File: src/rtl/gpio_bank_pkg.sv
package gpio_bank_pkg;
  localparam int unsigned NPIN = 16;
  localparam int unsigned AW   = 4;

  typedef enum logic [AW-1:0] {
    REG_OUT  = 4'd0,
    REG_DIR  = 4'd1,
    REG_ALT  = 4'd2,
    REG_MASK = 4'd3,
    REG_WAKE = 4'd4,
    REG_TRIG = 4'd5,
    REG_EPOL = 4'd6,
    REG_LPOL = 4'd7,
    REG_STAT = 4'd8,
    REG_PIN  = 4'd9
  } reg_addr_e;
endpackage

File: src/rtl/gpio_sync.sv
module gpio_sync #(
  parameter int unsigned WIDTH  = 16,
  parameter int unsigned STAGES = 2
) (
  input  logic             clk_i,
  input  logic             rst_ni,
  input  logic [WIDTH-1:0] d_i,
  output logic [WIDTH-1:0] q_o
);
  logic [WIDTH-1:0] stg_q [STAGES];

  for (genvar s = 0; s < STAGES; s++) begin : g_stage
    always_ff @(posedge clk_i or negedge rst_ni) begin
      if (!rst_ni)     stg_q[s] <= '0;
      else if (s == 0) stg_q[s] <= d_i;
      else             stg_q[s] <= stg_q[(s == 0) ? 0 : s-1];
    end
  end

  assign q_o = stg_q[STAGES-1];
endmodule

File: src/rtl/gpio_detect.sv
module gpio_detect #(
  parameter int unsigned NPIN = 16
) (
  input  logic            clk_i,
  input  logic            rst_ni,
  input  logic [NPIN-1:0] lvl_i,
  input  logic [NPIN-1:0] trig_i,
  input  logic [NPIN-1:0] epol_i,
  input  logic [NPIN-1:0] lpol_i,
  input  logic [NPIN-1:0] mask_i,
  output logic [NPIN-1:0] event_o
);
  logic [NPIN-1:0] prev_q;

  always_ff @(posedge clk_i or negedge rst_ni) begin
    if (!rst_ni) prev_q <= '0;
    else         prev_q <= lvl_i;
  end

  for (genvar p = 0; p < NPIN; p++) begin : g_pin
    logic rise, fall, hit;
    assign rise = lvl_i[p] & ~prev_q[p];
    assign fall = ~lvl_i[p] & prev_q[p];
    always_comb begin
      if (trig_i[p]) hit = epol_i[p] ? rise : fall;
      else           hit = lpol_i[p] ? lvl_i[p] : ~lvl_i[p];
    end
    assign event_o[p] = hit & ~mask_i[p];
  end
endmodule

File: src/rtl/gpio_status.sv
module gpio_status #(
  parameter int unsigned NPIN = 16
) (
  input  logic            clk_i,
  input  logic            rst_ni,
  input  logic            clr_we_i,
  input  logic [NPIN-1:0] keep_i,
  input  logic [NPIN-1:0] event_i,
  input  logic [NPIN-1:0] mask_i,
  input  logic [NPIN-1:0] wake_mask_i,
  output logic [NPIN-1:0] status_o,
  output logic            irq_o,
  output logic            wake_o
);
  logic [NPIN-1:0] status_q, status_d;

  // new events override a same-cycle clearing write
  always_comb begin
    status_d = clr_we_i ? (status_q & keep_i) : status_q;
    status_d = status_d | event_i;
  end

  always_ff @(posedge clk_i or negedge rst_ni) begin
    if (!rst_ni) begin
      status_q <= '0;
      irq_o    <= 1'b0;
      wake_o   <= 1'b0;
    end else begin
      status_q <= status_d;
      irq_o    <= |(status_q & ~mask_i);
      wake_o   <= |(status_q & ~wake_mask_i);
    end
  end

  assign status_o = status_q;
endmodule

File: src/rtl/gpio_bank.sv
module gpio_bank
  import gpio_bank_pkg::*;
(
  input  logic            clk_i,
  input  logic            rst_ni,
  input  logic            we_i,
  input  logic [AW-1:0]   addr_i,
  input  logic [NPIN-1:0] wdata_i,
  output logic [NPIN-1:0] rdata_o,
  input  logic [NPIN-1:0] pin_i,
  output logic [NPIN-1:0] pad_out_o,
  output logic [NPIN-1:0] pad_oe_o,
  output logic [NPIN-1:0] alt_sel_o,
  output logic            irq_o,
  output logic            wake_o
);
  logic [NPIN-1:0] out_q, dir_q, alt_q, mask_q, wake_mask_q;
  logic [NPIN-1:0] trig_q, epol_q, lpol_q;
  logic [NPIN-1:0] lvl, evt, status_q;
  logic            clr_we;

  always_ff @(posedge clk_i or negedge rst_ni) begin
    if (!rst_ni) begin
      out_q       <= '0;
      dir_q       <= '0;
      alt_q       <= '0;
      mask_q      <= '1;
      wake_mask_q <= '0;
      trig_q      <= '0;
      epol_q      <= '0;
      lpol_q      <= '0;
    end else if (we_i) begin
      case (addr_i)
        REG_OUT:  out_q       <= wdata_i;
        REG_DIR:  dir_q       <= wdata_i;
        REG_ALT:  alt_q       <= wdata_i;
        REG_MASK: mask_q      <= wdata_i;
        REG_WAKE: wake_mask_q <= wdata_i;
        REG_TRIG: trig_q      <= wdata_i;
        REG_EPOL: epol_q      <= wdata_i;
        REG_LPOL: lpol_q      <= wdata_i;
        default: ;
      endcase
    end
  end

  assign clr_we = we_i && (addr_i == REG_STAT);

  gpio_sync #(.WIDTH(NPIN), .STAGES(2)) u_sync (
    .clk_i (clk_i),
    .rst_ni(rst_ni),
    .d_i   (pin_i),
    .q_o   (lvl)
  );

  gpio_detect #(.NPIN(NPIN)) u_detect (
    .clk_i  (clk_i),
    .rst_ni (rst_ni),
    .lvl_i  (lvl),
    .trig_i (trig_q),
    .epol_i (epol_q),
    .lpol_i (lpol_q),
    .mask_i (mask_q),
    .event_o(evt)
  );

  gpio_status #(.NPIN(NPIN)) u_status (
    .clk_i      (clk_i),
    .rst_ni     (rst_ni),
    .clr_we_i   (clr_we),
    .keep_i     (wdata_i),
    .event_i    (evt),
    .mask_i     (mask_q),
    .wake_mask_i(wake_mask_q),
    .status_o   (status_q),
    .irq_o      (irq_o),
    .wake_o     (wake_o)
  );

  always_comb begin
    case (addr_i)
      REG_OUT:  rdata_o = out_q;
      REG_DIR:  rdata_o = dir_q;
      REG_ALT:  rdata_o = alt_q;
      REG_MASK: rdata_o = mask_q;
      REG_WAKE: rdata_o = wake_mask_q;
      REG_TRIG: rdata_o = trig_q;
      REG_EPOL: rdata_o = epol_q;
      REG_LPOL: rdata_o = lpol_q;
      REG_STAT: rdata_o = status_q;
      REG_PIN:  rdata_o = lvl;
      default:  rdata_o = '0;
    endcase
  end

  assign pad_out_o = out_q;
  assign pad_oe_o  = dir_q;
  assign alt_sel_o = alt_q;
endmodule

File: config.mk
export PLATFORM = sky130hd
export DESIGN_NAME = gpio_bank
export DESIGN_NICKNAME = d
export VERILOG_FILES = /design/src/rtl/gpio_bank_pkg.sv /design/src/rtl/gpio_sync.sv /design/src/rtl/gpio_detect.sv /design/src/rtl/gpio_status.sv /design/src/rtl/gpio_bank.sv
export SDC_FILE = /design/constraint.sdc
export NUM_CORES = 1
export LEC_CHECK = 0
export ABC_CLOCK_PERIOD_IN_PS = 1300
export BUFFER_PORTS_ARGS = -buffer_cell sky130_fd_sc_hd__buf_2
export CAP_MARGIN = 10
export CORE_MARGIN = 2
export CORE_UTILIZATION = 50
export CTS_CLUSTER_SIZE = 16
export DETAILED_ROUTE_END_ITERATION = 8
export PLACE_DENSITY_LB_ADDON = 0.08
export SLEW_MARGIN = 20
export SYNTH_ARGS = -nofsm -noshare
export SYNTH_HDL_FRONTEND = slang
export SYNTH_SLANG_ARGS = --single-unit
File: constraint.sdc
create_clock -name clk_i -period 1.3 [get_ports clk_i]
set_input_delay 0.065 -clock clk_i [delete_from_list [all_inputs] [get_ports clk_i]]
set_output_delay 0.065 -clock clk_i [all_outputs]
set_load 0.01 [all_outputs]
==> load_flow_metrics.sql, run 1 <==
INSERT INTO impl_metrics (metric_group, metric, value, unit) VALUES
('synth', 'post_synth.cell_area_avg', '12.61', 'um2'),
('clock_tree', 'cts-root-to-sink-buffers', '2', ''),
('detailed_routing', 'totalWireLength', '26.28', 'mm'),
('floorplanning', 'die-height', '135.5', 'um'),
('synth', 'synth-seq-area-share', '0.5641', ''),
('placement', 'place_hpwl', '18.46', 'mm'),
('clock_tree', 'clock_tree_from_tritoncts', 'done', ''),
('global_route', 'gr-total-overflow', '0', ''),
('clock_tree', 'htree_levels', '4', ''),
('cells_and_area', 'final_cell_count_no_fill', '1171', ''),
('synth', 'cells_after_synth', '685', ''),
('critical_path', 'critPathKind', 'register to output pin', ''),
('power_and_ir_drop', 'power_density', '1555', 'nW/um2'),
('clock_tree', 'clock-root-buffer', 'sky130_fd_sc_hd__clkbuf_16', ''),
('critical_path', 'arrival', '1.79', 'ns'),
('placement', 'post-place-cells', '1091', ''),
('cells_and_area', 'final_core_utilization', '0.6643', ''),
('floorplanning', 'coreArea', '17120', 'um2'),
('global_route', 'grt_pass1_vias', '7090', ''),
('clock_tree', 'clock_latency', '0.44', 'ns'),
('critical_path', 'setup.worst_path.end_class', 'output pin', ''),
('synth', 'synth.distinct_cells', '49', ''),
('detailed_routing', 'detailroute.via_count', '7014', ''),
('power_and_ir_drop', 'power', '17680', 'uW'),
('synth', 'synth.yosys.warnings', '0', ''),
('cells_and_area', 'antenna_cells', '0', ''),
('cells_and_area', 'final_nets', '972', ''),
('floorplanning', 'fp.dieW', '135.5', 'um'),
('synth', 'synth-edff-count', '0', ''),
('detailed_routing', 'post_drt_wl_per_cell', '22.44', 'um'),
('power_and_ir_drop', 'power.switching', '5092', 'uW'),
('cells_and_area', 'synthToLayoutAreaGrowth', '31.58', '%'),
('placement', 'globalplace.congestion', '0.9241', ''),
('sta', 'finalClockSkew', '0.01032', 'ns'),
('detailed_routing', 'drtPass1Iterations', '6', ''),
('synth', 'asyncSetResetFlopFracSynth', '1.000', ''),
('critical_path', 'timing.critical_path.slowest_cell_delay', '0.41', 'ns'),
('sta', 'tightestPinTransition', '0.3799', 'ns'),
('sta', 'report.final.setup_viol', '16', ''),
('sta', 'period_needed', '1.854', 'ns'),
('critical_path', 'required', '1.24', 'ns'),
('detailed_routing', 'detail_route.iter0.violations', '632', ''),
('clock_tree', 'numCtsBuffers', '17', ''),
('clock_tree', 'cts.clk_slew.worst_paths', '0.07', 'ns'),
('run', 'cap_viol_max_count', '0', ''),
('detailed_routing', 'met2RoutedLength', '12.76', 'mm'),
('sta', 'final_hold_viol_count', '0', ''),
('critical_path', 'critPathMaxFanout', '2', ''),
('sta', 'setup_slack_of_the_critical_path_after_layout', '-0.5536', 'ns'),
('floorplanning', 'initial_core_util', '0.5048', ''),
('power_and_ir_drop', 'power.internal', '12590', 'uW'),
('critical_path', 'timing.critical_path.from_type', 'register', ''),
('power_and_ir_drop', 'power.static_leakage', '0.005302', 'uW'),
('critical_path', 'cp_cell_sequence', 'mux2_2 > a22o_1 > a221oi_2 > nand3_1 > buf_2', ''),
('detailed_routing', 'top_layer_used', 'met4', ''),
('detailed_routing', 'drt_drc_violations_left', '0', ''),
('power_and_ir_drop', 'power_frac_clock', '0.321', ''),
('sta', 'worst_slew_margin_relative_to_its_limit', '0.7465', ''),
('outcome', 'failing_checks', 'negative setup slack', ''),
('synth', 'synthesis.area', '8641', 'um2'),
('sta', 'maxSlewViolCount', '0', ''),
('detailed_routing', 'per_cell_via_count_in_the_routed_design', '5.990', ''),
('global_route', 'grt_start_max_net_pins', '38', ''),
('power_and_ir_drop', 'sequentialPowerShare', '0.463', ''),
('outcome', 'status', 'finished with violations', ''),
('synth', 'synth_fp_nets', '724', ''),
('clock_tree', 'clock-sinks', '194', ''),
('detailed_routing', 'route.layer.met1.wl', '11.11', 'mm'),
('sta', 'final.period_utilization', '1.426', ''),
('min_path', 'min-delay-path-class', 'primary input to register', ''),
('detailed_routing', 'wl_met3', '1.696', 'mm');
## cell usage after synthesis (all sizes together) (2+ instances only)
library cell	n	area (um2)
nand2	56	230.2
o22ai	31	193.9
a32o	2	20.02
nor4b	2	47.55
nand3	16	90.09
o2bb2ai	7	61.31
inv	33	123.9
o211ai	3	22.52
mux2	136	1569
dfrtp	178	4454
and4bb	3	37.54
a22o	8	70.07
a221oi	13	113.9
a32oi	3	26.28
buf	23	145.1
clkbuf	8	30.03
a222oi	17	170.2
nor2b	3	18.77
o221ai	15	131.4
a21oi	4	20.02
nor2	16	62.56
a22oi	2	15.01
o21ai	53	265.3
nand4	3	18.77
mux2i	11	110.1
dfstp	16	420.4
nand3b	9	67.56
and2	2	15.02
## metrics by stage
stage               hold WS, ns  TNS (ns)  setup slack (ns)  cell area [um2]
floorplan               -0.2306   -0.6117          -0.06117             8671
global placement        0.01524    -25.73           -0.2812            10200
detailed placement      0.01804    -32.59           -0.3286            10200
CTS                    0.007651    -6.519           -0.5410            11290
global route            0.01120    -7.617           -0.6318            11370
finish                 0.003182    -6.392           -0.5536            11370
## metal layers
layer,vias up,GRT usage
li1,3082,-
met1,3574,0.3930
met2,298,0.4788
met3,60,0.06135
met4,0,0.1094
met5,-,0
## area by class of cell
class                   count  area [um2]
flip-flops and latches    194        4876
clock inverters            14       200.2
well taps                 225       281.5
inverters                  33       123.9
fillers                  1367        5747
multi-input cells         427        3565
repair buffers            260        1884
clock buffers              18       439.2
## placed cells by master, fill, tap and decap left out, types with 4 or more instances in the layout
cell,synthesis,routed
sky130_fd_sc_hd__buf_4,5,121
sky130_fd_sc_hd__o21ai_0,53,49
sky130_fd_sc_hd__dlygate4sd3_1,0,26
sky130_fd_sc_hd__bufinv_16,0,4
sky130_fd_sc_hd__nand2_2,5,4
sky130_fd_sc_hd__nand3_1,14,13
sky130_fd_sc_hd__mux2_2,126,126
sky130_fd_sc_hd__clkbuf_16,0,17
sky130_fd_sc_hd__a221oi_2,0,8
sky130_fd_sc_hd__o221ai_1,15,15
sky130_fd_sc_hd__inv_1,33,33
sky130_fd_sc_hd__nand2_1,50,50
sky130_fd_sc_hd__mux2_4,10,10
sky130_fd_sc_hd__dfstp_2,16,16
sky130_fd_sc_hd__o21ai_1,0,4
sky130_fd_sc_hd__a221oi_1,13,5
sky130_fd_sc_hd__mux2i_1,11,7
sky130_fd_sc_hd__o2bb2ai_1,7,7
sky130_fd_sc_hd__o22ai_1,31,31
sky130_fd_sc_hd__nand3b_1,9,9
sky130_fd_sc_hd__buf_12,0,9
sky130_fd_sc_hd__dfrtp_1,178,177
sky130_fd_sc_hd__a22o_1,8,8
sky130_fd_sc_hd__nor2_1,15,14
sky130_fd_sc_hd__buf_2,14,102
sky130_fd_sc_hd__a222oi_1,17,17
## critical path: cells and delay by family, from the launching register on
kind / cells / cell delay (ns)
flops: 1 / 0.41
compound gates: 2 / 0.39
mux: 1 / 0.27
buf+inv: 1 / 0.17
simple gates: 1 / 0.13
## final timing paths
check                                            from                        endpoint  slack, ns  cells past startpoint
max in group asynchronous                      rst_ni       alt_sel_o[11]$_DFFE_PN0P_       0.55                      3
max reg2reg                     lpol_q[4]$_DFFE_PN0P_  u_status.status_o[4]$_DFF_PN0_       0.10                      5
min                                        wdata_i[5]         pad_oe_o[5]$_DFFE_PN0P_      0.003                      2
min reg2reg                u_sync.stg_q[28]$_DFF_PN0_        u_sync.q_o[12]$_DFF_PN0_       0.35                      0
min in group asynchronous                      rst_ni         u_sync.q_o[5]$_DFF_PN0_       0.12                      2
max                          pad_oe_o[11]$_DFFE_PN0P_                     rdata_o[11]      -0.55                      5
## registers in the layout, indices dropped and copies added (netlist names)
register,cells
alt_sel_o,16
epol_q,16
lpol_q,16
mask_q,16
pad_oe_o,16
pad_out_o,16
trig_q,16
u_detect.prev_q,16
u_status.irq_o,1
u_status.status_o,16
u_status.wake_o,1
u_sync.q_o,16
u_sync.stg_q,16
wake_mask_q,16
## power by group through the flow
stage	clock network, uW	logic, uW	registers [uW]
6_report	5670	3820	8180
5_1_grt	5980	4140	8290
4_1_cts	5730	3750	8140
3_5_place_dp	0	3440	8240
3_3_place_gp	0	3310	8190
2_1_floorplan	0	1780	8140
## logic make-up after synthesis
kind of cell,synth area share
XOR/XNOR,0.001014
flip-flops,0.5641
buffers and inverters,0.03461
AND/OR/NAND/NOR,0.07646
multiplexers,0.1943
AO/OA/AOI/OAI,0.1295
## timing repair
item	4_1_cts	5_1_grt
endpoints found under the setup margin	16	17
gates cloned	0	0
pin swaps	21	8
hold endpoints to repair	234	0
buffers inserted	17	5
hold buffers	26	0
resized for setup	14	10
Note: power is estimated with default switching activity, not from simulation.
==> run 2, diff against run 1 <==
- CELL_PAD_IN_SITES_DETAIL_PLACEMENT: not set -> 0
- CELL_PAD_IN_SITES_GLOBAL_PLACEMENT: not set -> 1
- CORE_UTILIZATION: 50 -> 43
==> run 2 against run 1 <==
  * The flow still finishes with violations (negative setup slack)
  * Final cell count increased by 4.1%
  * Sequential cell count unchanged
  * Worst setup slack improved by 0.053 ns
  * Critical path depth decreased by 1
  * Global-route usage decreased by 3.4 points
  * Non-clock buffer count increased by 8
  * Critical path type unchanged
==> load_flow_metrics.sql, run 2 (same netlist as run 1, synthesis figures left out) <==
INSERT INTO impl_metrics (metric_group, metric, value, unit) VALUES
('outcome', 'status', 'finished with violations', ''),
('outcome', 'failing_checks', 'negative setup slack', ''),
('cells_and_area', 'final_non_filler_cell_area', '11440', 'um2'),
('global_route', 'grt_start_max_net_pins', '51', ''),
('critical_path', 'timing.critical_path.from_type', 'register', ''),
('cells_and_area', 'final_layout_size_suffix_gt1_frac', '0.4801', ''),
('sta', 'rsz0062_at_grt', 'yes', ''),
('power_and_ir_drop', 'power', '17280', 'uW'),
('detailed_routing', 'drt_drc_violations_left', '0', ''),
('cells_and_area', 'synthToLayoutAreaGrowth', '32.44', '%'),
('floorplanning', 'row_cnt', '51', ''),
('floorplanning', 'die-height', '145.8', 'um'),
('clock_tree', 'htree_levels', '4', ''),
('sta', 'setup_slack_of_the_critical_path_after_layout', '-0.5008', 'ns'),
('critical_path', 'arrival', '1.74', 'ns'),
('critical_path', 'worstPathBufferInverterCount', '1', ''),
('floorplanning', 'coreArea', '19590', 'um2'),
('critical_path', 'critPathMaxFanout', '2', ''),
('floorplanning', 'ioPinCount', '105', ''),
('clock_tree', 'clock-root-buffer', 'sky130_fd_sc_hd__clkbuf_16', ''),
('sta', 'achievable-frequency', '0.5553', 'GHz'),
('global_route', 'gr-total-overflow', '0', ''),
('global_route', 'grt_first_pass_wirelength', '42.29', 'mm'),
('clock_tree', 'clock-sinks', '194', ''),
('sta', 'final_hold_viol_count', '0', ''),
('critical_path', 'setup.worst_path.end_class', 'output pin', ''),
('sta', 'finalClockSkew', '0.01049', 'ns'),
('power_and_ir_drop', 'vdd_drop_max', '0.001005', 'V'),
('clock_tree', 'numCtsBuffers', '17', ''),
('placement', 'globalplace.congestion', '0.8906', ''),
('power_and_ir_drop', 'power_frac_clock', '0.301', ''),
('detailed_routing', 'per_cell_via_count_in_the_routed_design', '5.744', ''),
('sta', 'setup_tns', '-6.776', 'ns'),
('run', 'cap_viol_max_count', '0', ''),
('sta', 'final.period_utilization', '1.385', ''),
('detailed_routing', 'post_drt_wl_per_cell', '22.21', 'um'),
('placement', 'place_hpwl', '19.16', 'mm'),
('detailed_routing', 'drtPass1Iterations', '6', ''),
('clock_tree', 'cts-root-to-sink-buffers', '2', ''),
('sta', 'hold_slack', '0.008795', 'ns'),
('critical_path', 'cp_cell_sequence', 'mux2_2 > a222oi_1 > nand3_1 > buf_2', ''),
('global_route', 'grt_pass1_vias', '7241', ''),
('min_path', 'min-delay-path-class', 'primary input to register', ''),
('cells_and_area', 'final_core_utilization', '0.5841', ''),
('floorplanning', 'fp.dieW', '145.8', 'um'),
('floorplanning', 'die_area', '21240', 'um2'),
('detailed_routing', 'totalWireLength', '27.08', 'mm'),
('critical_path', 'critPathSlowestCell', 'sky130_fd_sc_hd__dfrtp_1', ''),
('detailed_routing', 'detail_route.iter0.violations', '588', ''),
('sta', 'worst_slew_margin_relative_to_its_limit', '0.6303', ''),
('placement', 'postPlaceCellArea', '10330', 'um2'),
('cells_and_area', 'final_nets', '980', ''),
('sta', 'maxSlewViolCount', '0', ''),
('cells_and_area', 'antenna_cells', '0', ''),
('global_route', 'grtUsageTotal', '0.2602', ''),
('detailed_routing', 'antenna_left', '0', ''),
('power_and_ir_drop', 'power.share.switching', '0.3103', ''),
('power_and_ir_drop', 'power_density', '1510', 'nW/um2'),
('sta', 'tightestPinTransition', '0.5546', 'ns'),
('critical_path', 'timing.critical_path.slowest_cell_delay', '0.40', 'ns'),
('critical_path', 'critPathKind', 'register to output pin', ''),
('detailed_routing', 'detailroute.via_count', '7002', ''),
('floorplanning', 'initial_core_util', '0.4411', ''),
('power_and_ir_drop', 'share_comb_of_total_power', '0.226', ''),
('power_and_ir_drop', 'power.internal', '11920', 'uW'),
('critical_path', 'required', '1.24', 'ns'),
('power_and_ir_drop', 'power.static_leakage', '0.005307', 'uW'),
('cells_and_area', 'layout.cells.most_common', 'sky130_fd_sc_hd__dfrtp_1', ''),
('sta', 'period_needed', '1.801', 'ns'),
('critical_path', 'crit_family', 'flip-flops', ''),
('global_route', 'number_of_antenna_violations_at_the_first_check_in_global_routing', '0', ''),
('clock_tree', 'cts.clk_slew.worst_paths', '0.07', 'ns'),
('clock_tree', 'clock_latency', '0.44', 'ns'),
('clock_tree', 'clock_tree_from_tritoncts', 'done', ''),
('cells_and_area', 'layout_common_cells', 'sky130_fd_sc_hd__dfrtp_1, sky130_fd_sc_hd__buf_4, sky130_fd_sc_hd__mux2_2', ''),
('placement', 'portBuffers', '104', ''),
('sta', 'report.final.setup_viol', '16', ''),
('power_and_ir_drop', 'power.switching', '5361', 'uW'),
('power_and_ir_drop', 'sequentialPowerShare', '0.474', '');
==> run 2: layout make-up <==
class,count,area (um2)
inverters,33,123.9
fillers,1689,8147
repair buffers,268,1949
clock inverters,15,163.9
well taps,265,331.6
multi-input cells,427,3575
clock buffers,17,425.4
flip-flops and latches,194,4875
==> run 2: timing repair <==
item                                    in CTS  in global routing
setup buffers                               14                  3
cloned                                       0                  0
hold endpoints to repair                   239                  0
resized for setup                           11                 17
hold buffers                                29                  0
pin swaps                                   23                 14
endpoints found under the setup margin      17                 18
==> run 2: layer usage <==
| layer | track usage | routed length [um] | vias up |
|---|---|---|---|
| met5 | 0 | 0 | - |
| met4 | 0.07353 | 517 | 0 |
| met3 | 0.04828 | 1462 | 42 |
| met2 | 0.4351 | 13220 | 229 |
| met1 | 0.3483 | 11880 | 3640 |
| li1 | - | - | 3091 |
==> run 2: final timing paths <==
kind | from | end | slack, ns | cells after the start
setup / recovery | pad_out_o[6]$_DFFE_PN0P_ | rdata_o[6] | -0.50 | 4
hold / removal | wdata_i[2] | alt_sel_o[2]$_DFFE_PN0P_ | 0.009 | 2
setup reg to reg | mask_q[13]$_DFFE_PN1P_ | u_status.irq_o$_DFF_PN0_ | 0.05 | 4
hold reg to reg | u_sync.stg_q[24]$_DFF_PN0_ | u_sync.q_o[8]$_DFF_PN0_ | 0.35 | 0
max in group asynchronous | rst_ni | mask_q[7]$_DFFE_PN1P_ | 0.50 | 3
min in group asynchronous | rst_ni | u_sync.q_o[5]$_DFF_PN0_ | 0.16 | 2
==> run 2: power groups by stage <==
| stage | registers [uW] | logic (uW) | clock network [uW] |
|---|---|---|---|
| 6_report | 8180 | 3900 | 5200 |
| 5_1_grt | 8310 | 4250 | 5550 |
| 4_1_cts | 8130 | 3860 | 5300 |
| 3_5_place_dp | 8250 | 3580 | 0 |
| 3_3_place_gp | 8210 | 3490 | 0 |
| 2_1_floorplan | 8140 | 1780 | 0 |
==> run 2: per-stage QoR <==
step                      instances  setup slack, ns
final                          1219          -0.5008
after global routing           1219          -0.6082
after CTS                      1218          -0.5255
after detailed placement       1143          -0.3316
after global placement         1143          -0.3499
after floorplan                 685         -0.06117
